===== config.mk =====
export PLATFORM = sky130hd
export DESIGN_NAME = addr_ptr_unit
export DESIGN_NICKNAME = d
export VERILOG_FILES = /design/src/rtl/aptr_pkg.sv /design/src/rtl/aptr_areg.sv /design/src/rtl/aptr_stack.sv /design/src/rtl/aptr_dbuf.sv /design/src/rtl/addr_ptr_unit.sv
export SDC_FILE = /design/constraint.sdc
export NUM_CORES = 1
export LEC_CHECK = 0
export CAP_MARGIN = 10
export CORE_MARGIN = 2
export CORE_UTILIZATION = 30
export CTS_BUF_LIST = sky130_fd_sc_hd__clkbuf_16
export CTS_CLUSTER_SIZE = 16
export DETAILED_ROUTE_END_ITERATION = 12
export GPL_TIMING_DRIVEN = 0
export PLACE_DENSITY_LB_ADDON = 0.2
export SLEW_MARGIN = 15
export SYNTH_ARGS = -nofsm -noshare
export SYNTH_HDL_FRONTEND = slang
export SYNTH_SLANG_ARGS = --single-unit

===== constraint.sdc =====
create_clock -name clk_i -period 4.66 [get_ports clk_i]
set_input_delay 1.165 -clock clk_i [delete_from_list [all_inputs] [get_ports clk_i]]
set_output_delay 1.165 -clock clk_i [all_outputs]
set_load 0.01 [all_outputs]

===== src/rtl/aptr_pkg.sv =====
package aptr_pkg;
  localparam int OP_W    = 8;
  localparam int OP_TRD  = 0;
  localparam int OP_PUSH = 1;
  localparam int OP_POP  = 2;
  localparam int OP_BR   = 3;
  localparam int OP_CALL = 4;
  localparam int OP_INC  = 5;
  localparam int OP_LDA  = 6;
  localparam int OP_STA  = 7;
endpackage


===== src/rtl/aptr_areg.sv =====
module aptr_areg #(
  parameter int AW = 12
) (
  input  logic          clk_i,
  input  logic          rst_ni,
  input  logic          inc_i,
  input  logic          pop_i,
  input  logic          lda_i,
  input  logic          br_i,
  input  logic          call_i,
  input  logic [AW-1:0] pop_data_i,
  input  logic [AW-1:0] dbf_lo_i,
  output logic [AW-1:0] ar_o,
  output logic          pc_load_o,
  output logic [AW-1:0] pc_target_o
);
  logic [AW-1:0] ar_q, ar_d;
  logic          ld_q;
  logic [AW-1:0] tgt_q;

  always_comb begin
    ar_d = ar_q;
    if (inc_i)      ar_d = ar_q + AW'(1);
    else if (pop_i) ar_d = pop_data_i;
    else if (lda_i) ar_d = dbf_lo_i;
  end

  always_ff @(posedge clk_i or negedge rst_ni) begin
    if (!rst_ni) begin
      ar_q  <= '0;
      ld_q  <= 1'b0;
      tgt_q <= '0;
    end else begin
      ar_q <= ar_d;
      ld_q <= br_i | call_i;
      if (br_i | call_i) tgt_q <= ar_q;
    end
  end

  assign ar_o        = ar_q;
  assign pc_load_o   = ld_q;
  assign pc_target_o = tgt_q;
endmodule


===== src/rtl/aptr_stack.sv =====
module aptr_stack #(
  parameter int AW    = 12,
  parameter int DEPTH = 8
) (
  input  logic                      clk_i,
  input  logic                      rst_ni,
  input  logic                      push_i,
  input  logic                      pop_i,
  input  logic [AW-1:0]             wdata_i,
  output logic [AW-1:0]             rdata_o,
  output logic [$clog2(DEPTH)-1:0]  sp_o,
  output logic                      ovf_o,
  output logic                      unf_o
);
  localparam int SPW = $clog2(DEPTH);
  localparam int CW  = $clog2(DEPTH + 1);

  logic [AW-1:0]  stk_q [DEPTH];
  logic [SPW-1:0] sp_q, wr_idx;
  logic [CW-1:0]  cnt_q;
  logic           ovf_q, unf_q;
  logic           full, empty;

  assign wr_idx = sp_q - SPW'(1);
  assign full   = (cnt_q == CW'(DEPTH));
  assign empty  = (cnt_q == '0);

  for (genvar e = 0; e < DEPTH; e++) begin : g_ent
    always_ff @(posedge clk_i or negedge rst_ni) begin
      if (!rst_ni)                              stk_q[e] <= '0;
      else if (push_i && wr_idx == SPW'(e))     stk_q[e] <= wdata_i;
    end
  end

  always_ff @(posedge clk_i or negedge rst_ni) begin
    if (!rst_ni) begin
      sp_q  <= '0;
      cnt_q <= '0;
      ovf_q <= 1'b0;
      unf_q <= 1'b0;
    end else begin
      if (push_i) begin
        sp_q <= wr_idx;
        if (full) ovf_q <= 1'b1;
        else      cnt_q <= cnt_q + CW'(1);
      end else if (pop_i) begin
        sp_q <= sp_q + SPW'(1);
        if (empty) unf_q <= 1'b1;
        else       cnt_q <= cnt_q - CW'(1);
      end
    end
  end

  assign rdata_o = stk_q[sp_q];
  assign sp_o    = sp_q;
  assign ovf_o   = ovf_q;
  assign unf_o   = unf_q;
endmodule


===== src/rtl/aptr_dbuf.sv =====
module aptr_dbuf #(
  parameter int AW = 12,
  parameter int DW = 16
) (
  input  logic          clk_i,
  input  logic          rst_ni,
  input  logic          trd_i,
  input  logic          sta_i,
  input  logic [AW-1:0] ar_i,
  input  logic [DW-1:0] pmem_data_i,
  output logic [DW-1:0] dbf_o,
  output logic          valid_o
);
  logic          pend_q;
  logic          val_q;
  logic [DW-1:0] dbf_q;

  always_ff @(posedge clk_i or negedge rst_ni) begin
    if (!rst_ni) begin
      pend_q <= 1'b0;
      val_q  <= 1'b0;
      dbf_q  <= '0;
    end else begin
      pend_q <= trd_i;
      val_q  <= pend_q;
      // memory return owns the buffer in its capture cycle
      if (pend_q)     dbf_q <= pmem_data_i;
      else if (sta_i) dbf_q <= DW'(ar_i);
    end
  end

  assign dbf_o   = dbf_q;
  assign valid_o = val_q;
endmodule


===== src/rtl/addr_ptr_unit.sv =====
module addr_ptr_unit
  import aptr_pkg::*;
#(
  parameter int AW    = 12,
  parameter int DW    = 16,
  parameter int DEPTH = 8
) (
  input  logic                      clk_i,
  input  logic                      rst_ni,
  input  logic [OP_W-1:0]           op_i,
  input  logic [AW-1:0]             pc_i,
  input  logic [DW-1:0]             pmem_data_i,
  output logic                      pmem_rd_o,
  output logic [AW-1:0]             pmem_addr_o,
  output logic                      pc_load_o,
  output logic [AW-1:0]             pc_target_o,
  output logic [AW-1:0]             ar_o,
  output logic [DW-1:0]             dbf_o,
  output logic                      dbf_valid_o,
  output logic [$clog2(DEPTH)-1:0]  sp_o,
  output logic                      ovf_o,
  output logic                      unf_o
);
  logic [AW-1:0] ar, stk_rdata, stk_wdata;
  logic [DW-1:0] dbf;
  logic          stk_push;

  assign stk_push  = op_i[OP_PUSH] | op_i[OP_CALL];
  assign stk_wdata = op_i[OP_CALL] ? pc_i + AW'(1) : ar;

  aptr_areg #(.AW(AW)) u_areg (
    .clk_i       (clk_i),
    .rst_ni      (rst_ni),
    .inc_i       (op_i[OP_INC]),
    .pop_i       (op_i[OP_POP]),
    .lda_i       (op_i[OP_LDA]),
    .br_i        (op_i[OP_BR]),
    .call_i      (op_i[OP_CALL]),
    .pop_data_i  (stk_rdata),
    .dbf_lo_i    (dbf[AW-1:0]),
    .ar_o        (ar),
    .pc_load_o   (pc_load_o),
    .pc_target_o (pc_target_o)
  );

  aptr_stack #(.AW(AW), .DEPTH(DEPTH)) u_stack (
    .clk_i   (clk_i),
    .rst_ni  (rst_ni),
    .push_i  (stk_push),
    .pop_i   (op_i[OP_POP]),
    .wdata_i (stk_wdata),
    .rdata_o (stk_rdata),
    .sp_o    (sp_o),
    .ovf_o   (ovf_o),
    .unf_o   (unf_o)
  );

  aptr_dbuf #(.AW(AW), .DW(DW)) u_dbuf (
    .clk_i       (clk_i),
    .rst_ni      (rst_ni),
    .trd_i       (op_i[OP_TRD]),
    .sta_i       (op_i[OP_STA]),
    .ar_i        (ar),
    .pmem_data_i (pmem_data_i),
    .dbf_o       (dbf),
    .valid_o     (dbf_valid_o)
  );

  assign pmem_rd_o   = op_i[OP_TRD];
  assign pmem_addr_o = ar;
  assign ar_o        = ar;
  assign dbf_o       = dbf;
endmodule


==> impl_metrics.sql, run 1 <==
INSERT INTO impl_metrics (metric_group, metric, value, unit) VALUES
('run_status', 'status', 'complete, no violations', ''),
('route', 'vias', '5402', ''),
('clock_network', 'numCtsBuffers', '17', ''),
('setup_path', 'timing.critical_path.arrival', '2.27', 'ns'),
('yosys', 'synth.cells.most_frequent', 'sky130_fd_sc_hd__dfrtp_1 (148), sky130_fd_sc_hd__nand2_1 (71), sky130_fd_sc_hd__o21ai_0 (61), sky130_fd_sc_hd__mux2_2 (54), sky130_fd_sc_hd__nor2_1 (25)', ''),
('cells_and_area', 'num_antenna_cells', '0', ''),
('yosys', 'post_synth_main_area_contributors', 'sky130_fd_sc_hd__dfrtp_1 (50%), sky130_fd_sc_hd__mux2_2 (8.2%), sky130_fd_sc_hd__mux4_2 (4.9%)', ''),
('yosys', 'synth.yosys.warnings', '0', ''),
('route', 'detail_route.wirelength', '20300', 'um'),
('timing', 'rsz0062_at_grt', 'false', ''),
('clock_network', 'cts.clk_slew.worst_paths', '0.06', 'ns'),
('yosys', 'sequential_to_total_area_share_from_yosys_stat', '0.499', ''),
('timing', 'finalWorstSetupSlack', '1.22', 'ns'),
('global_routing', 'first_global_vias', '5565', ''),
('clock_network', 'cts_root_buffer', 'sky130_fd_sc_hd__clkbuf_16', ''),
('global_routing', 'use_met1', '0.209', ''),
('global_routing', 'gr-usage-met2', '0.275', ''),
('place', 'pre_cts_ws', '1.20', 'ns'),
('yosys', 'ys_dominant_reg_cell', 'sky130_fd_sc_hd__dfrtp_1', ''),
('yosys', 'synth_seq_cells', '148', ''),
('global_routing', 'grt_pass1_wl', '32200', 'um'),
('clock_network', 'postCtsSetupRepairBufs', '0', ''),
('clock_network', 'cts.htree.levels', '4', ''),
('setup_path', 'critPathRequiredTime', '3.49', 'ns'),
('route', 'detail_route.vias_per_cell', '5.05', ''),
('setup_path', 'worst_setup_path_end_kind', 'primary output', ''),
('setup_path', 'worstSetupStartpointType', 'input pin', ''),
('yosys', 'synth_enable_flop_cells', '0', ''),
('pwr', 'worst_ir_drop_vdd', '0.288', 'mV'),
('timing', 'maxSlewHeadroom', '0.376', ''),
('yosys', 'synth_area_leader_cell', 'sky130_fd_sc_hd__dfrtp_1', ''),
('route', 'dr.pass1.iters', '4', ''),
('pwr', 'post-layout-total-power', '6.13', 'mW'),
('route', 'routedWlPerCell', '19.0', 'um'),
('route', 'drcViolationCount', '0', ''),
('job', 'timing.max_cap.violations', '0', ''),
('global_routing', 'global_route.peak_usage_layer', 'met2', ''),
('yosys', 'post-synth-top-area-fraction', '0.499', ''),
('cells_and_area', 'final_layout_size_suffix_gt1_frac', '0.208', ''),
('timing', 'timing.final.crit_share', '0.738', ''),
('pwr', 'p_per_area', '655', 'mW/mm^2'),
('yosys', 'synth_area', '0.00742', 'mm^2'),
('floorplan', 'design.portCount', '98', ''),
('timing', 'worst_slew_pin_slew', '0.927', 'ns'),
('timing', 'period_needed', '3.44', 'ns'),
('place', 'gpl.final_weighted_congestion', '0.862', ''),
('clock_network', 'tritoncts', 'done', ''),
('global_routing', 'grt.overflow.total', '0', ''),
('clock_network', 'clock_insertion_delay_worst_skew', '0.43', 'ns'),
('floorplan', 'die_area', '0.0260', 'mm^2'),
('yosys', 'synth-async-reset-ratio', '1.00', ''),
('cells_and_area', 'layout.nets', '779', ''),
('clock_network', 'hold_bufs_inserted_after_cts', '0', ''),
('pwr', 'p_leak', '3.89', 'nW'),
('global_routing', 'grt_start_max_net_pins', '109', ''),
('place', 'dp_hpwl', '14600', 'um'),
('cells_and_area', 'area_delta_synth_final', '26.1', '%'),
('timing', 'finalMaxSlewViolations', '0', ''),
('timing', 'max_freq', '0.291', 'GHz'),
('setup_path', 'timing_worst_setup_path_type', 'input pin to primary output', ''),
('timing', 'clock_skew', '0.00952', 'ns'),
('clock_network', 'clock_sink_count', '148', ''),
('yosys', 'synth_cells', '618', ''),
('timing', 'setup-violations-final', '0', ''),
('place', 'dpl-instance-area', '0.00880', 'mm^2'),
('hold_path', 'min_path_type', 'flip-flop to flip-flop', ''),
('cells_and_area', 'final_design_area_no_fill', '0.00936', 'mm^2'),
('yosys', 'most_numerous_cell_in_the_yosys_netlist', 'sky130_fd_sc_hd__dfrtp_1', ''),
('clock_network', 'cts-root-to-sink-buffers', '2', ''),
('route', 'detail-route-antenna-nets', '0', ''),
('floorplan', 'fp.dieH', '161', 'um');
path summary, 6_finish.rpt:
path                       slack [ns]                             to                   startpoint  depth (start not counted)
setup / recovery                 1.22                      pmem_rd_o                      op_i[0]                          3
hold / removal                   0.40       u_dbuf.valid_o$_DFF_PN0_      u_dbuf.pend_q$_DFF_PN0_                          0
setup reg to reg                 1.71  u_stack.stk_q[27]$_DFFE_PN0P_  u_stack.sp_o[0]$_DFFE_PN0P_                          9
hold reg to reg                  0.40       u_dbuf.valid_o$_DFF_PN0_      u_dbuf.pend_q$_DFF_PN0_                          0
max in group asynchronous        3.17  u_stack.stk_q[66]$_DFFE_PN0P_                       rst_ni                          2
min in group asynchronous        0.61      u_stack.unf_o$_DFFE_PN0P_                       rst_ni                          1
cells by family after synthesis:
family / count (synthesis) / synth area share
flip-flops: 148 / 0.499
multiplexers: 118 / 0.216
AO/OA/AOI/OAI: 127 / 0.115
buffers and inverters: 57 / 0.0432
AND/OR/NAND/NOR: 150 / 0.0995
XOR/XNOR: 9 / 0.0126
adder cells (fa/ha/maj): 9 / 0.0152
where the power goes:
group / switching, mW / internal [mW] / total (mW)
sequential: 0.398 / 1.85 / 2.25
clock: 0.570 / 0.737 / 1.31
combinational: 1.21 / 1.37 / 2.58
total: 2.18 / 3.96 / 6.13
cell usage in the layout, fill, tap and decap left out, types with 8 or more instances in the layout:
cell type	count
sky130_fd_sc_hd__mux4_1	8
sky130_fd_sc_hd__ha_1	9
sky130_fd_sc_hd__nand2_1	71
sky130_fd_sc_hd__clkbuf_1	16
sky130_fd_sc_hd__mux2_1	17
sky130_fd_sc_hd__clkbuf_16	17
sky130_fd_sc_hd__mux2_2	54
sky130_fd_sc_hd__dfrtp_1	148
sky130_fd_sc_hd__o21ai_0	61
sky130_fd_sc_hd__mux2i_1	23
sky130_fd_sc_hd__nand3_2	8
sky130_fd_sc_hd__buf_4	15
sky130_fd_sc_hd__nand3_1	14
sky130_fd_sc_hd__a21oi_1	10
sky130_fd_sc_hd__buf_2	14
sky130_fd_sc_hd__mux4_2	16
sky130_fd_sc_hd__clkdlybuf4s50_1	93
sky130_fd_sc_hd__nor2_1	25
registers in the layout, indices dropped and copies added (netlist names), 3 cells and up:
name                cells
u_dbuf.dbf_o           16
u_stack.cnt_q           4
u_areg.pc_target_o     12
u_stack.sp_o            3
u_stack.stk_q          96
u_areg.ar_o            12
worst max-delay path: stages:
cell and delay, ns:
sky130_fd_sc_hd__clkdlybuf4s50_1 0.49, sky130_fd_sc_hd__buf_4 0.11, sky130_fd_sc_hd__clkdlybuf4s50_1 0.52
per-stage QoR:
stage,utilization,std cells
after floorplan,-,618
after global routing,0.385,1069
final,0.385,1069
after global placement,0.361,1036
after CTS,0.385,1069
after detailed placement,0.362,1037
per-layer routing:
metal	wire length, um	part of all wire
met5	0	0
met4	320	0.016
met3	940	0.046
met2	9800	0.48
met1	9210	0.45
cell type report:
| type | count | area, um^2 |
|---|---|---|
| plain buffers | 50 | 294 |
| clock buffers | 17 | 425 |
| clock inverters | 15 | 133 |
| fillers | 2307 | 15000 |
| inverters | 7 | 26.3 |
| multi-input cells | 413 | 3400 |
| flip-flops and latches | 148 | 3700 |
| well taps | 324 | 405 |
| repair buffers | 95 | 973 |
Note: power is estimated with default switching activity, not from simulation.
==> run 2, diff against run 1 <==
Clock period 4.66 ns to 3.2 ns, I/O delays scaled along.
==> results of run 2 <==
The final DEF is identical to that of run 1. Status: complete, no violations.
Main changes from that run: setup slack after placement 1.20 ns -> 0.100 ns; clock-pin slew on the worst setup and hold paths 0.06 ns -> 0.07 ns; setup slack after layout 1.22 ns -> 0.251 ns; hold slack 0.398 ns -> 0.245 ns; start point of the critical path op_i[0] -> u_stack.sp_o[0]$_DFFE_PN0P_; end point of the critical path pmem_rd_o -> u_stack.stk_q[27]$_DFFE_PN0P_; register-to-register setup slack 1.71 ns -> 0.25 ns; total power 6.13 mW -> 8.93 mW; worst IR drop on VDD 0.288 mV -> 0.420 mV
